### src/rtl/sweep_pkg.sv
package sweep_pkg;
  localparam int CFG_W     = 27;
  localparam int NUM_RULES = 4;

  // field positions decoded by the legality rules
  localparam int B_WR      = 0;
  localparam int B_FETCH   = 1;
  localparam int B_USER    = 2;
  localparam int B_XGUARD  = 3;
  localparam int B_KEY_EN  = 4;
  localparam int B_KEY_RB  = 5;
  localparam int B_KEY_WB  = 6;
  localparam int B_KEY_SEL = 7;
  localparam int B_LGPG    = 8;
  localparam int B_LGRSV   = 9;

  typedef enum logic [1:0] {
    ST_IDLE   = 2'd0,
    ST_SEARCH = 2'd1,
    ST_HOLD   = 2'd2,
    ST_DONE   = 2'd3
  } sweep_state_e;

  // one bit per violated rule; all zero means legal
  function automatic logic [NUM_RULES-1:0] rule_hits(input logic [CFG_W-1:0] v);
    logic [NUM_RULES-1:0] h;
    h[0] = v[B_WR] & v[B_FETCH];
    h[1] = v[B_USER] & v[B_XGUARD];
    h[2] = ~v[B_KEY_EN] & (v[B_KEY_RB] | v[B_KEY_WB]);
    h[3] = ~v[B_LGPG] & v[B_LGRSV];
    return h;
  endfunction
endpackage

### src/rtl/sweep_step.sv
module sweep_step #(
  parameter int W = 27
) (
  input  logic [W:0]   cur,
  input  logic [W-1:0] mask,
  output logic [W:0]   nxt,
  output logic         at_end
);
  // force masked bits high, add one, clear them again
  function automatic logic [W:0] masked_bump(input logic [W:0] c, input logic [W-1:0] m);
    logic [W:0] mx;
    mx = {1'b0, m};
    return ((c | mx) + {{W{1'b0}}, 1'b1}) & ~mx;
  endfunction

  always_comb begin
    nxt    = masked_bump(cur, mask);
    at_end = nxt[W];
  end
endmodule

### src/rtl/sweep_legal.sv
module sweep_legal #(
  parameter int W = 27
) (
  input  logic [W-1:0]                    vec,
  output logic [sweep_pkg::NUM_RULES-1:0] viol,
  output logic                            ok
);
  always_comb begin
    viol = sweep_pkg::rule_hits(vec);
    ok   = ~|viol;
  end
endmodule

### src/rtl/sweep_gen.sv
module sweep_gen #(
  parameter int W = sweep_pkg::CFG_W
) (
  input  logic         clk,
  input  logic         rst_n,
  input  logic         start,
  input  logic         next_req,
  input  logic [W-1:0] dis_mask,
  output logic [W-1:0] cfg_vec,
  output logic         cfg_valid,
  output logic         sweep_done
);
  import sweep_pkg::*;

  sweep_state_e         state_q;
  logic [W:0]           cand_q;
  logic [W:0]           bump_w;
  logic                 bump_end;
  logic                 bump_ok;
  logic [NUM_RULES-1:0] bump_viol;
  logic                 advance;
  logic                 busy;

  sweep_step #(.W(W)) u_step (
    .cur    (cand_q),
    .mask   (dis_mask),
    .nxt    (bump_w),
    .at_end (bump_end)
  );

  sweep_legal #(.W(W)) u_legal (
    .vec  (bump_w[W-1:0]),
    .viol (bump_viol),
    .ok   (bump_ok)
  );

  assign advance = (state_q == ST_SEARCH) || (state_q == ST_HOLD && next_req);
  assign busy    = (state_q == ST_SEARCH) || (state_q == ST_HOLD);

  always_ff @(posedge clk or negedge rst_n) begin
    if (!rst_n) begin
      state_q <= ST_IDLE;
      cand_q  <= '0;
    end else if (start) begin
      state_q <= ST_HOLD;
      cand_q  <= '0;
    end else if (advance) begin
      if (bump_end) begin
        state_q <= ST_DONE;
      end else begin
        cand_q  <= bump_w;
        state_q <= bump_ok ? ST_HOLD : ST_SEARCH;
      end
    end
  end

  assign cfg_vec    = cand_q[W-1:0];
  assign cfg_valid  = (state_q == ST_HOLD);
  assign sweep_done = (state_q == ST_DONE);

  // an offered vector satisfies every rule
  a_r4_offered_legal: assert property (@(posedge clk) disable iff (!rst_n)
    cfg_valid |-> (rule_hits(cfg_vec) == '0));
  // disabled positions stay zero in an offered vector
  a_r3_masked_zero: assert property (@(posedge clk) disable iff (!rst_n)
    cfg_valid |-> ((cfg_vec & dis_mask) == '0));
  // each accepted step moves strictly upward or ends the sweep
  a_r3_ascending: assert property (@(posedge clk) disable iff (!rst_n)
    (cfg_valid && next_req && !start) |=> (sweep_done || (cand_q > $past(cand_q))));
  // start yields the zero vector
  a_r2_start_zero: assert property (@(posedge clk) disable iff (!rst_n)
    start |=> (cfg_valid && cfg_vec == '0));
  // done is held and excludes valid
  a_r9_done_hold: assert property (@(posedge clk) disable iff (!rst_n)
    (sweep_done && !start) |=> (sweep_done && !cfg_valid));
  // an offered vector stays put without a request
  a_r8_hold: assert property (@(posedge clk) disable iff (!rst_n)
    (cfg_valid && !next_req && !start) |=> (cfg_valid && $stable(cfg_vec)));
  // input assumption, mask frozen during a sweep
  a_r3_mask_frozen: assert property (@(posedge clk) disable iff (!rst_n)
    (busy && !start) |=> $stable(dis_mask));
endmodule

### config.mk
export PLATFORM = sky130hd
export DESIGN_NAME = sweep_gen
export DESIGN_NICKNAME = d
export VERILOG_FILES = /design/src/rtl/sweep_pkg.sv /design/src/rtl/sweep_step.sv /design/src/rtl/sweep_legal.sv /design/src/rtl/sweep_gen.sv
export SDC_FILE = /design/constraint.sdc
export NUM_CORES = 1
export LEC_CHECK = 0
export BUFFER_PORTS_ARGS = -buffer_cell sky130_fd_sc_hd__buf_4
export CAP_MARGIN = 0
export CORE_MARGIN = 2
export CORE_UTILIZATION = 40
export CTS_CLUSTER_DIAMETER = 50
export DETAILED_ROUTE_END_ITERATION = 8
export SYNTH_ARGS = -nofsm -noshare
export SYNTH_HDL_FRONTEND = slang
export SYNTH_SLANG_ARGS = --single-unit
### constraint.sdc
create_clock -name clk -period 3 [get_ports clk]
set_input_delay 0.45 -clock clk [delete_from_list [all_inputs] [get_ports clk]]
set_output_delay 0.45 -clock clk [all_outputs]
set_load 0.02 [all_outputs]
==> results.py, run 1 <==
metrics = {
    "outcome": {
        "status": "finished, final reports clean",
    },
    "cells_and_area": {
        "finish.instance_area_mm2": 0.00267,
        "seqCellArea_um2": 726,
        "fillCellCount": 505,
        "syn_to_final_growth_pct": 30.0,
        "multi_input_comb_area_mm2": 0.00126,
        "drive_gt1_frac": 0.302,
        "fin_util": 0.530,
        "final_nets": 336,
        "diodes": 0,
    },
    "timing": {
        "tns_ns": 0,
        "hold_viol": 0,
        "slew_headroom": 0.597,
        "fin_crit_sh": 0.782,
        "drv_slew": 0,
        "fmax_ghz": 0.426,
        "fin_skew_ns": 0.00756,
        "hold_ws_ns": 0.0910,
        "min_period_ns": 2.35,
        "setup_viol": 0,
        "tightest_slew_ns": 0.599,
        "rsz0062_at_grt": "no",
    },
    "clocking": {
        "cts_root_buffer": "clkbuf_8",
        "clk_path_buf_depth": 2,
        "clk_latency_ns": 0.28,
        "clkSinkCount": 29,
        "ctsResizeCount": 0,
        "cts_max_level": 2,
        "ctsHoldBuffers": 0,
        "cts_tree": "done",
        "postCtsSetupBuffers": 0,
        "clk_pin_slew_ns": 0.07,
        "cts-buffers-inserted": 5,
    },
    "floorplan": {
        "fp.dieH_um": 75.7,
        "die_w_um": 75.7,
        "coreArea_mm2": 0.00504,
        "start_util": 0.407,
        "dieArea_mm2": 0.00573,
        "num_rows": 26,
        "ios": 60,
    },
    "synth": {
        "synth_nets": 270,
        "synth_fa_ha_area_frac": 0.00609,
        "synth_compound_area_frac": 0.234,
        "synth-simple-area-share": 0.293,
        "synth.avg_cell_area_um2": 8.63,
        "synth-xor-area-share": 0.0256,
        "netlist.area_leader.share": 0.353,
        "synth_cells": 238,
        "synth-edff-count": 0,
        "yosys_warnings": 0,
        "synth_top_family_by_area": "simple AND/OR/NAND/NOR gates",
        "synth_cell_types": 52,
        "synth-seq-cells": 29,
        "netlist_area_mm2": 0.00205,
        "yosysTopAreaCell": "dfrtp_1",
        "synthFlopType": "dfrtp_1",
        "muxShareOfSynthArea": 0.0536,
        "yosysSeqAreaShare": 0.353,
        "synth-async-reset-ratio": 1.00,
        "synth.area.top_cells": "dfrtp_1 35%, nor2_1 9.1%, mux2i_1 5.4%, o31ai_1 3.3%, nand2_1 2.7%",
    },
    "route": {
        "drc": 0,
        "ant_nets": 0,
        "wl_per_cell_um": 15.2,
        "routed_wl_mm": 5.69,
        "via_per_inst": 5.51,
        "vias": 2067,
        "drt_iter0_markers": 91,
        "drt-pass1-iter-count": 4,
    },
    "setup_path": {
        "r2r_cells": 9,
        "critPathArrivalTime_ns": 2.55,
        "timing.rr.start": "cand_q[0]$_DFFE_PN0P_",
        "cp-end-kind": "flip-flop",
        "rrSetupSlack_ns": 0.65,
        "path_class": "reg2reg",
        "cp.required_ns": 3.21,
        "worstPathMaxFanout": 5,
        "reg2reg_to": "cand_q[24]$_DFFE_PN0P_",
        "startpoint_type": "flip-flop",
    },
    "placed_design": {
        "portBuffers": 59,
        "gp_congestion": 0.825,
        "hpwl_mm": 4.14,
        "postPlaceCellArea_mm2": 0.00259,
    },
    "global_routing": {
        "grt_usage": 0.217,
        "grt_first_pass_wirelength_mm": 9.21,
        "antenna_found_initial": 0,
        "globalRouteOverflowTotal": 0,
        "grt_pass1_vias": 1816,
        "grt_max_degree": 30,
    },
    "power_and_ir_drop": {
        "total_power_w": 0.000918,
        "worst_ir_drop_vdd_v": 0.000182,
        "p_per_area_mw_per_mm2": 343,
        "p_leak_nw": 1.18,
    },
    "min_path": {
        "hold_class": "in2async",
    },
    "flow_run": {
        "max_cap_viol_count": 0,
    },
}
[kinds of logic after synthesis]
kind of cell,after synthesis
AND/OR/NAND/NOR,114
buffers and inverters,12
XOR/XNOR,6
adder cells (fa/ha/maj),1
multiplexers,11
AO/OA/AOI/OAI,65
flip-flops,29
[cells in the final DEF, fill, tap and decap left out, types with 2 or more instances in the layout]
master,Yosys,final
nand2_1,15,15
xnor2_1,3,3
buf_4,1,67
or3b_2,3,3
or2_2,3,3
o21a_1,3,3
o21ai_1,2,2
mux2i_1,11,11
nor2_1,50,50
nand4_1,2,2
a21oi_1,8,8
a31oi_1,2,2
o22ai_2,2,2
and2_1,2,2
o22ai_1,7,7
o31ai_1,9,9
nor2b_1,4,4
clkinv_2,0,2
nor4_1,5,5
xor2_1,3,3
a21o_1,3,3
o21ai_0,7,7
a22o_1,6,6
o2111ai_1,2,2
a2bb2oi_1,6,6
nor3_1,9,9
clkbuf_8,0,5
nand2b_1,2,2
nand3_1,7,7
inv_1,4,4
dfrtp_1,29,29
[cell type report]
cell class	count	share of cell area
clock inverters	2	0.00375
clock buffers	6	0.0272
repair buffers	67	0.188
multi-input cells	197	0.471
inverters	4	0.00562
well taps	70	0.0328
flip-flops and latches	29	0.272
[worst max path at each step]
stage,to,depth (start not counted),slack (ns),startpoint
after floorplan,cand_q[24]$_DFFE_PN0P_,9,0.59,cand_q[0]$_DFFE_PN0P_
after global placement,cand_q[24]$_DFFE_PN0P_,10,0.58,dis_mask[0]
after detailed placement,cand_q[24]$_DFFE_PN0P_,10,0.50,dis_mask[0]
after CTS,cand_q[24]$_DFFE_PN0P_,9,0.64,cand_q[0]$_DFFE_PN0P_
after global routing,cand_q[24]$_DFFE_PN0P_,9,0.43,cand_q[0]$_DFFE_PN0P_
final,cand_q[24]$_DFFE_PN0P_,9,0.65,cand_q[0]$_DFFE_PN0P_
[layer usage]
| layer | global-route usage | vias to the layer above | routed length [um] |
|---|---|---|---|
| met1 | 0.289 | 991 | 2570 |
| met4 | 0.0526 | 0 | 17 |
| met2 | 0.358 | 55 | 2830 |
| li1 | - | 1019 | - |
| met5 | 0 | - | 0 |
| met3 | 0.0489 | 2 | 269 |
[registers in the layout (all words and copies together), names as in the netlist]
signal,flops
cand_q,27
state_q,2
[report_power, final]
group / total (W) / switching, W / internal [W]
sequential: 0.000405 / 0.00000815 / 0.000397
combinational: 0.000193 / 0.000113 / 0.0000802
clock: 0.000320 / 0.000159 / 0.000161
total: 0.000918 / 0.000280 / 0.000637
[per-stage QoR]
stage                     worst slack, ns  std cells
final                               0.653        375
after global routing                0.425        375
after CTS                           0.640        375
after detailed placement            0.502        367
after global placement              0.579        367
after floorplan                     0.594        238
[synth_stat cells, drive strengths merged, types with 6 or more instances]
library cell and number:
nor2 50, dfrtp 29, nand2 15, mux2i 11, nor3 10, o31ai 10, o21ai 9, o22ai 9
a21oi 8, nand3 8, nor4 7, a22o 6, a2bb2oi 6
[worst max-delay path, stage by stage, from the launching register on]
cell      delay [ns]
dfrtp_1         0.37
nor2_1          0.10
inv_1           0.07
ha_1            0.22
o21ai_0         0.22
nor4b_2         0.37
nand3_2         0.12
or4b_1          0.49
nand3b_1        0.17
o22ai_1         0.14
Note: power is estimated with default switching activity, not from simulation.
==> run 2, diff against run 1 <==
PLACE_DENSITY = 0.67   (was unset)
clock period = 1.92 ns   (was 3 ns; I/O delays follow)
==> results.py, run 2 (same netlist as run 1, synthesis figures left out) <==
metrics = {
    "cells_and_area": {
        "finish.instance_area_mm2": 0.00342,
        "final_common_cell": "buf_4",
        "reg.largest.list": "cand_q (27), state_q (2)",
        "multi_input_comb_area_mm2": 0.00154,
        "syn_to_final_growth_pct": 66.5,
        "diodes": 0,
        "fin_util": 0.678,
        "final_nets": 392,
        "seqCellArea_um2": 739,
        "drive_gt1_frac": 0.529,
        "final_cell_mix": "116 x buf_4, 46 x nor2_1, 18 x dfrtp_1",
        "largest_register_ff_count": 27,
        "fillCellCount": 426,
        "largest_register": "cand_q",
    },
    "timing": {
        "setup_viol": 3,
        "worst_slack_ns": -0.0986,
        "hold_ws_ns": 0.171,
        "fin_skew_ns": 0.00981,
        "tightest_slew_ns": 0.393,
        "fin_crit_sh": 1.05,
        "tns_ns": -0.151,
        "rsz0062_at_grt": "yes",
        "min_period_ns": 2.02,
        "hold_viol": 0,
        "drv_slew": 0,
        "fmax_ghz": 0.495,
        "slew_headroom": 0.738,
    },
    "placed_design": {
        "postPlaceCellArea_mm2": 0.00303,
        "hpwl_mm": 4.80,
        "gp_congestion": 0.855,
        "portBuffers": 59,
    },
    "clocking": {
        "clk_path_buf_depth": 2,
        "clk_pin_slew_ns": 0.07,
        "clkSinkCount": 29,
        "cts_tree": "done",
        "cts_root_buffer": "clkbuf_8",
        "cts-buffers-inserted": 5,
        "cts_max_level": 2,
        "clk_latency_ns": 0.29,
    },
    "floorplan": {
        "coreArea_mm2": 0.00504,
        "die_w_um": 75.7,
        "fp.dieH_um": 75.7,
        "start_util": 0.407,
        "ios": 60,
        "dieArea_mm2": 0.00573,
        "num_rows": 26,
    },
    "setup_path": {
        "critPathBufInv": 2,
        "timing.rr.start": "cand_q[1]$_DFFE_PN0P_",
        "cp.required_ns": 2.09,
        "critPathArrivalTime_ns": 2.19,
        "crit_path_frequent_cell": "buf_4",
        "startpoint_type": "flip-flop",
        "slowest_stage": "dfrtp_2",
        "cp-end-kind": "flip-flop",
        "rrSetupSlack_ns": -0.1,
        "timing.critical_path.cells": "or2_4, ha_4, o21ai_4, buf_4, buf_4, nor3_2, xor2_1, nand2b_1, a21oi_2, o41a_1",
        "critPathMaxStageDelay_ns": 0.41,
        "crit_family": "compound AO/OA/AOI/OAI gates",
        "path_class": "reg2reg",
        "worstPathMaxFanout": 3,
        "r2r_cells": 10,
        "reg2reg_to": "state_q[0]$_DFFE_PN0P_",
    },
    "outcome": {
        "violations": "negative setup slack",
        "status": "finished with violations",
    },
    "route": {
        "vias": 2312,
        "drc": 0,
        "ant_nets": 0,
        "drt_iter0_markers": 95,
        "wl_per_cell_um": 15.5,
        "routed_wl_mm": 6.70,
        "drt-pass1-iter-count": 4,
        "via_per_inst": 5.36,
    },
    "power_and_ir_drop": {
        "p_leak_nw": 1.54,
        "worst_ir_drop_vdd_v": 0.000408,
        "p_per_area_mw_per_mm2": 468,
    },
    "min_path": {
        "min_path_cells": 2,
        "min_to": "cand_q[20]$_DFFE_PN0P_",
        "min_from": "dis_mask[20]",
        "hold_class": "in2reg",
    },
    "global_routing": {
        "globalRouteOverflowTotal": 0,
        "antenna_found_initial": 0,
        "grt_first_pass_wirelength_mm": 9.81,
        "grt_usage": 0.231,
        "grt_pass1_vias": 2082,
        "grt_max_degree": 30,
    },
    "flow_run": {
        "max_cap_viol_count": 0,
    },
}
-- run 2: cell count changes in the layout (fill, tap and decap cells not counted), moves of 5 or more --
cell,before,now
dfrtp_1,29,18
buf_4,67,116
dfrtp_2,0,11
o21ai_0,7,2
-- run 2: metal layers --
| layer | share of wire | wire length (um) | vias up | track usage |
|---|---|---|---|---|
| li1 | - | - | 1141 | - |
| met1 | 0.43 | 2910 | 1102 | 0.306 |
| met2 | 0.51 | 3400 | 58 | 0.383 |
| met3 | 0.038 | 252 | 11 | 0.0437 |
| met4 | 0.021 | 139 | 0 | 0.0741 |
| met5 | 0 | 0 | - | 0 |
-- run 2: what timing repair did --
item / in CTS / in global routing
setup endpoints to repair: 4 / 21
hold buffers: 1 / 0
hold endpoints to repair: 29 / 0
pin swaps: 1 / 22
gates resized for setup: 5 / 39
buffers inserted: 0 / 9
cloned: 0 / 1
-- run 2: worst max path at each step --
stage / start / to / slack (ns) / depth (start not counted)
4_1_cts: cand_q[1]$_DFFE_PN0P_ / cand_q[24]$_DFFE_PN0P_ / -0.08 / 8
2_1_floorplan: cand_q[0]$_DFFE_PN0P_ / cand_q[24]$_DFFE_PN0P_ / -0.15 / 9
3_3_place_gp: dis_mask[1] / cand_q[24]$_DFFE_PN0P_ / -0.02 / 9
5_1_grt: cand_q[1]$_DFFE_PN0P_ / cand_q[24]$_DFFE_PN0P_ / -0.18 / 8
6_report: cand_q[1]$_DFFE_PN0P_ / state_q[0]$_DFFE_PN0P_ / -0.1 / 10
3_5_place_dp: dis_mask[1] / cand_q[24]$_DFFE_PN0P_ / -0.08 / 9
-- run 2: final cells by class --
type,instances,share of cell area
clock buffers,8,0.0263
inverters,4,0.00439
multi-input cells,198,0.451
flip-flops and latches,29,0.216
well taps,70,0.0256
repair buffers,122,0.277
-- run 2: stage by stage --
step,std cells,setup WS [ns],total power (W)
after CTS,421,-0.0760,0.00158
after detailed placement,412,-0.0800,0.00102
after global placement,412,-0.0189,0.00101
final,431,-0.0986,0.00160
after floorplan,238,-0.147,0.000830
after global routing,431,-0.182,0.00167
-- run 2: power by group --
group | internal [W] | switching [W] | total (W)
sequential | 0.000621 | 0.0000104 | 0.000631
clock | 0.000292 | 0.000254 | 0.000546
combinational | 0.000195 | 0.000228 | 0.000423
